--- src/rtl/synth_cfg_pkg.sv ---
package synth_cfg_pkg;
  localparam int M_W     = 9;
  localparam int N_W     = 2;
  localparam int T_W     = 2;
  localparam int FRAME_W = T_W + 1 + N_W + M_W;
  localparam int SYNC_N  = 2;
  localparam logic [M_W-1:0] M_RESET  = 9'd25;
  localparam logic [M_W-1:0] LOCK_MIN = 9'd25;
  localparam logic [M_W-1:0] LOCK_MAX = 9'd31;

  typedef enum logic [T_W-1:0] {
    TSEL_LOW  = 2'd0,
    TSEL_SDAT = 2'd1,
    TSEL_FB   = 2'd2,
    TSEL_OUT  = 2'd3
  } tsel_e;

  // first bit sent ends at the MSB
  typedef struct packed {
    logic [T_W-1:0] t;
    logic           spare;
    logic [N_W-1:0] n;
    logic [M_W-1:0] m;
  } frame_t;
endpackage

--- src/rtl/cfg_sync.sv ---
module cfg_sync #(
  parameter int             W       = 1,
  parameter int             STAGES  = 2,
  parameter logic [W-1:0]   RST_VAL = '0
) (
  input  logic         clk_i,
  input  logic         rst_ni,
  input  logic [W-1:0] d_i,
  output logic [W-1:0] q_o
);
  logic [W-1:0] stg_q [STAGES];

  always_ff @(posedge clk_i or negedge rst_ni) begin
    if (!rst_ni) stg_q[0] <= RST_VAL;
    else         stg_q[0] <= d_i;
  end

  for (genvar s = 1; s < STAGES; s++) begin : g_stage
    always_ff @(posedge clk_i or negedge rst_ni) begin
      if (!rst_ni) stg_q[s] <= RST_VAL;
      else         stg_q[s] <= stg_q[s-1];
    end
  end

  assign q_o = stg_q[STAGES-1];
endmodule

--- src/rtl/cfg_shift.sv ---
module cfg_shift
  import synth_cfg_pkg::*;
(
  input  logic   clk_i,
  input  logic   rst_ni,
  input  logic   shift_i,
  input  logic   din_i,
  output frame_t frame_o,
  output frame_t frame_nx_o
);
  frame_t sr_q;

  assign frame_nx_o = frame_t'({sr_q[FRAME_W-2:0], din_i});

  always_ff @(posedge clk_i or negedge rst_ni) begin
    if (!rst_ni)      sr_q <= '0;
    else if (shift_i) sr_q <= frame_nx_o;
  end

  assign frame_o = sr_q;
endmodule

--- src/rtl/cfg_test_mux.sv ---
module cfg_test_mux
  import synth_cfg_pkg::*;
(
  input  logic [T_W-1:0] sel_i,
  input  logic           force_low_i,
  input  logic           sdat_i,
  input  logic           fb_i,
  input  logic           out_i,
  output logic           test_o
);
  always_comb begin
    unique case (tsel_e'(sel_i))
      TSEL_LOW:  test_o = 1'b0;
      TSEL_SDAT: test_o = sdat_i;
      TSEL_FB:   test_o = fb_i;
      TSEL_OUT:  test_o = out_i;
      default:   test_o = 1'b0;
    endcase
    if (force_low_i) test_o = 1'b0;
  end
endmodule

--- src/rtl/synth_prog_port.sv ---
module synth_prog_port
  import synth_cfg_pkg::*;
(
  input  logic           clk_i,
  input  logic           rst_ni,
  input  logic           par_load_ni,
  input  logic [M_W-1:0] par_m_i,
  input  logic [N_W-1:0] par_n_i,
  input  logic           ser_clk_i,
  input  logic           ser_data_i,
  input  logic           ser_load_i,
  input  logic           fb_div_i,
  input  logic           out_clk_i,
  output logic [M_W-1:0] m_o,
  output logic [N_W-1:0] n_o,
  output logic [T_W-1:0] t_o,
  output logic           test_o,
  output logic           lock_ok_o,
  output logic           update_o
);
  localparam int SW = 4;

  logic [SW-1:0] raw, syn;
  logic par_n_s, sld_s, sclk_s, sdat_s;
  logic sld_p, sclk_p;
  logic par_act, sld_rise, sclk_rise;

  assign raw = {par_load_ni, ser_load_i, ser_clk_i, ser_data_i};

  cfg_sync #(.W(SW), .STAGES(SYNC_N), .RST_VAL(4'b1000)) u_sync (
    .clk_i  (clk_i),
    .rst_ni (rst_ni),
    .d_i    (raw),
    .q_o    (syn)
  );

  assign {par_n_s, sld_s, sclk_s, sdat_s} = syn;

  always_ff @(posedge clk_i or negedge rst_ni) begin
    if (!rst_ni) begin
      sld_p  <= 1'b0;
      sclk_p <= 1'b0;
    end else begin
      sld_p  <= sld_s;
      sclk_p <= sclk_s;
    end
  end

  assign par_act   = !par_n_s;
  assign sld_rise  = sld_s && !sld_p;
  assign sclk_rise = sclk_s && !sclk_p;

  frame_t sr, sr_nx;

  cfg_shift u_shift (
    .clk_i      (clk_i),
    .rst_ni     (rst_ni),
    .shift_i    (sclk_rise && !par_act),
    .din_i      (sdat_s),
    .frame_o    (sr),
    .frame_nx_o (sr_nx)
  );

  logic [M_W-1:0] m_q, m_d;
  logic [N_W-1:0] n_q, n_d;
  logic [T_W-1:0] t_q, t_d;
  logic           upd_q;

  // parallel transparency wins; serial transfer overrides a parallel latch
  always_comb begin
    m_d = m_q;
    n_d = n_q;
    t_d = t_q;
    if (par_act) begin
      m_d = par_m_i;
      n_d = par_n_i;
    end else if (sld_rise) begin
      m_d = sr.m;
      n_d = sr.n;
      t_d = sr.t;
    end else if (sld_s && sclk_rise) begin
      m_d = sr_nx.m;
      n_d = sr_nx.n;
      t_d = sr_nx.t;
    end
  end

  always_ff @(posedge clk_i or negedge rst_ni) begin
    if (!rst_ni) begin
      m_q   <= M_RESET;
      n_q   <= '0;
      t_q   <= '0;
      upd_q <= 1'b0;
    end else begin
      m_q   <= m_d;
      n_q   <= n_d;
      t_q   <= t_d;
      upd_q <= (m_d != m_q) || (n_d != n_q);
    end
  end

  cfg_test_mux u_tmux (
    .sel_i       (t_q),
    .force_low_i (par_act),
    .sdat_i      (sdat_s),
    .fb_i        (fb_div_i),
    .out_i       (out_clk_i),
    .test_o      (test_o)
  );

  assign m_o       = m_q;
  assign n_o       = n_q;
  assign t_o       = t_q;
  assign update_o  = upd_q;
  assign lock_ok_o = (m_q >= LOCK_MIN) && (m_q <= LOCK_MAX);
endmodule

--- config.mk ---
export PLATFORM = sky130hd
export DESIGN_NAME = synth_prog_port
export DESIGN_NICKNAME = d
export VERILOG_FILES = /design/src/rtl/synth_cfg_pkg.sv /design/src/rtl/cfg_sync.sv /design/src/rtl/cfg_shift.sv /design/src/rtl/cfg_test_mux.sv /design/src/rtl/synth_prog_port.sv
export SDC_FILE = /design/constraint.sdc
export NUM_CORES = 1
export LEC_CHECK = 0
export ABC_CLOCK_PERIOD_IN_PS = 4850
export CORE_AREA = 10 10 87 89
export DETAILED_ROUTE_END_ITERATION = 8
export DIE_AREA = 0 0 97 99
export SLEW_MARGIN = 20
export SYNTH_ARGS = -nofsm -noshare
export SYNTH_HDL_FRONTEND = slang
export SYNTH_SLANG_ARGS = --single-unit
--- constraint.sdc ---
create_clock -name clk_i -period 4.85 [get_ports clk_i]
set_input_delay 0.97 -clock clk_i [delete_from_list [all_inputs] [get_ports clk_i]]
set_output_delay 0.97 -clock clk_i [all_outputs]
set_load 0.005 [all_outputs]
==> impl_metrics.ini <==
[global_routing]
grt_pass1_wl_mm = 10.1
grt_usage_pct = 12.6
grt_start_max_net_pins = 39
antenna_found_initial = 0
grt_pass1_vias = 1970
overflow = 0

[placement]
dp.cells = 345
pre_cts_slack_ps = 1620
dp_hpwl_mm = 4.15
port_buffers = 34
gp_congestion = 0.850

[route]
drt.antenna.violating_nets = 0
wl_mm = 5.87
drtIter0Drc = 173
drc = 0
post_drt_wl_per_cell_um = 16.6
firstDrtPassIters = 4
vias = 1984
via_per_inst = 5.62

[worst_setup_path]
r2r-start = sclk_p
critPathMaxFanout = 1
cp-start-kind = primary input
cp-end-kind = output pin
cp.arrival_ps = 2250
r2r_slack_ps = 2540
worstReg2RegEnd = update_o
cp.required_ps = 3880
criticalPathCategory = primary input to output pin
worstRegToRegCells = 6

[clocking]
cts_resized = 0
cts_tree = yes
ctsRootBufferMaster = clkbuf_8
clk_path_buf_depth = 2
cts_max_level = 2
post-cts-setup-buffers = 0
hold_buffers = 0
cts-buffers-inserted = 5
clock_sinks = 38
path_clk_slew_ps = 80
clkLatencyLatePin_ps = 290

[synthesis]
yosys_warnings = 0
async_flop_share_pct = 100
synth-edff-count = 0
synthFlopType = dfrtp_1
avgSynthCellArea_um2 = 9.06
synthCells = 249
syn_area_mm2 = 0.00226
synth-seq-cells = 38
post_synth_num_cell_types = 49
synth_nets = 268
seq_area_frac_synth_pct = 42.4

[power]
leakage_nw = 1.13
ir_worst_vdd_uv = 170
p_per_area_mw_per_mm2 = 359

[sta]
final.setup.tns_ps = 0
fin_crit_sh_pct = 66.4
max_freq_mhz = 311
setup_viol = 0
slew_headroom_pct = 44.2
finalHoldViolCount = 0
rsz0062_at_grt = no
post-route-min-period_ps = 3220
fin_worst_skew_ps = 8.61
worst_pin_slew_ps = 837
final_max_slew_viol_count = 0
fin_ws_ps = 1630

[die]
num_rows = 28
start_util_pct = 38.6
die_h_um = 99
dieWidth_um = 97
die_area_mm2 = 0.00960
ios = 35
coreArea_mm2 = 0.00585

[layout]
final_util_pct = 46.8
final_cells = 353
finalNetCount = 296
drive_gt1_share_pct = 12.9
syn2layout_area_growth_pct = 21.3
n_antenna_cell = 0

[run_status]
status = complete, no violations

[hold_path]
hp-start = u_sync.stg_q[6]
whs_endpoint = u_sync.q_o[2]
holdPathStages = 0
hold_path.class = register to register

[flow_run]
cap_violations = 0
-- cell usage after synthesis, types with 2 or more instances --
master	count	share of area, %
o211ai_1	2	0.67
inv_1	14	2.3
xnor2_1	2	0.78
clkbuf_1	5	0.83
o221ai_2	3	2.0
nand3_1	8	1.8
a22oi_1	2	0.67
nor3b_1	3	1.0
mux2i_1	4	1.8
nand4_1	3	0.83
nor2b_1	2	0.55
buf_2	6	1.3
o22ai_1	12	3.3
nand2_1	28	4.7
a31oi_1	2	0.55
a221oi_1	2	0.78
buf_6	2	1.0
o21ai_0	16	3.5
nand2b_1	6	1.7
o21ai_1	3	0.67
nor2_1	25	4.2
nor3_1	5	1.1
dfrtp_1	33	37
dfstp_2	5	5.8
o221ai_1	4	1.6
o32ai_1	2	0.78
a21oi_1	13	2.9
xor2_1	3	1.2
buf_8	2	1.3
mux2_2	13	6.5
-- per-layer routing --
metal,GRT usage [%],vias to the layer above,part of all wire (%)
met5,0,-,0
met4,4.31,0,1.3
met3,2.65,9,6.4
met2,19.5,81,44
met1,16.8,925,48
li1,-,969,-
-- power by group --
| part | internal (mW) | leakage (nW) | switching [mW] | total [mW] |
|---|---|---|---|---|
| logic | 0.117 | 0.601 | 0.111 | 0.228 |
| registers | 0.363 | 0.459 | 0.0653 | 0.428 |
| clock network | 0.206 | 0.0683 | 0.121 | 0.327 |
| total | 0.686 | 1.13 | 0.297 | 0.983 |
-- final cells by class --
| cell class | count | area, µm² |
|---|---|---|
| fill | 580 | 3110 |
| multi-input combinational | 181 | 1140 |
| sequential | 38 | 957 |
| timing repair buffer | 37 | 358 |
| tap | 75 | 93.8 |
| clock buffer | 5 | 68.8 |
| clock inverter | 3 | 68.8 |
| inverter | 14 | 52.6 |
-- worst max-delay path: stages --
cell and delay [ps]:
clkdlybuf4s50_1 390, mux2_2 260, a21oi_1 140, nor2_1 50
clkdlybuf4s50_1 440
-- worst max path at each step --
stage / start / end / slack [ps]
after floorplan: out_clk_i / test_o / 2480
after global placement: out_clk_i / test_o / 1630
after detailed placement: fb_div_i / test_o / 1620
after CTS: out_clk_i / test_o / 1620
after global routing: m_o[4] / lock_ok_o / 1540
final: out_clk_i / test_o / 1630
-- flip-flops by register name (all words and copies together) (netlist names) --
name,count
n_o,2
u_shift.frame_nx_o,13
t_o,2
u_sync.q_o,4
u_shift.frame_o,1
sld_p,1
update_o,1
u_sync.stg_q,4
m_o,9
sclk_p,1
-- cells by family after synthesis --
kind of cell	after synthesis	synth area share, %
simple gates	87	18.0
buf+inv	30	7.15
flops	38	42.4
xor+xnor	5	1.94
mux	17	8.26
compound gates	72	22.2
-- per-stage QoR --
| step | hold WS (ps) | cell area (µm²) | power, mW |
|---|---|---|---|
| 2_1_floorplan | 331 | 2260 | 0.566 |
| 3_3_place_gp | 331 | 2600 | 0.660 |
| 3_5_place_dp | 336 | 2600 | 0.663 |
| 4_1_cts | 356 | 2740 | 0.995 |
| 5_1_grt | 357 | 2740 | 1.04 |
| 6_report | 352 | 2740 | 0.983 |
-- cells in the final DEF (no fill, tap or decap), types with 4 or more instances in the layout --
cell,count
o221ai_1,4
mux2i_1,4
o21ai_0,16
o22ai_1,12
a21oi_1,13
nor2_1,25
clkbuf_8,5
inv_1,14
dfrtp_1,33
nand3_1,8
mux2_2,13
dfstp_2,5
nand2_1,28
clkdlybuf4s50_1,33
nand2b_1,6
nor3_1,5
No activity file was read; power rests on OpenSTA's default activity.
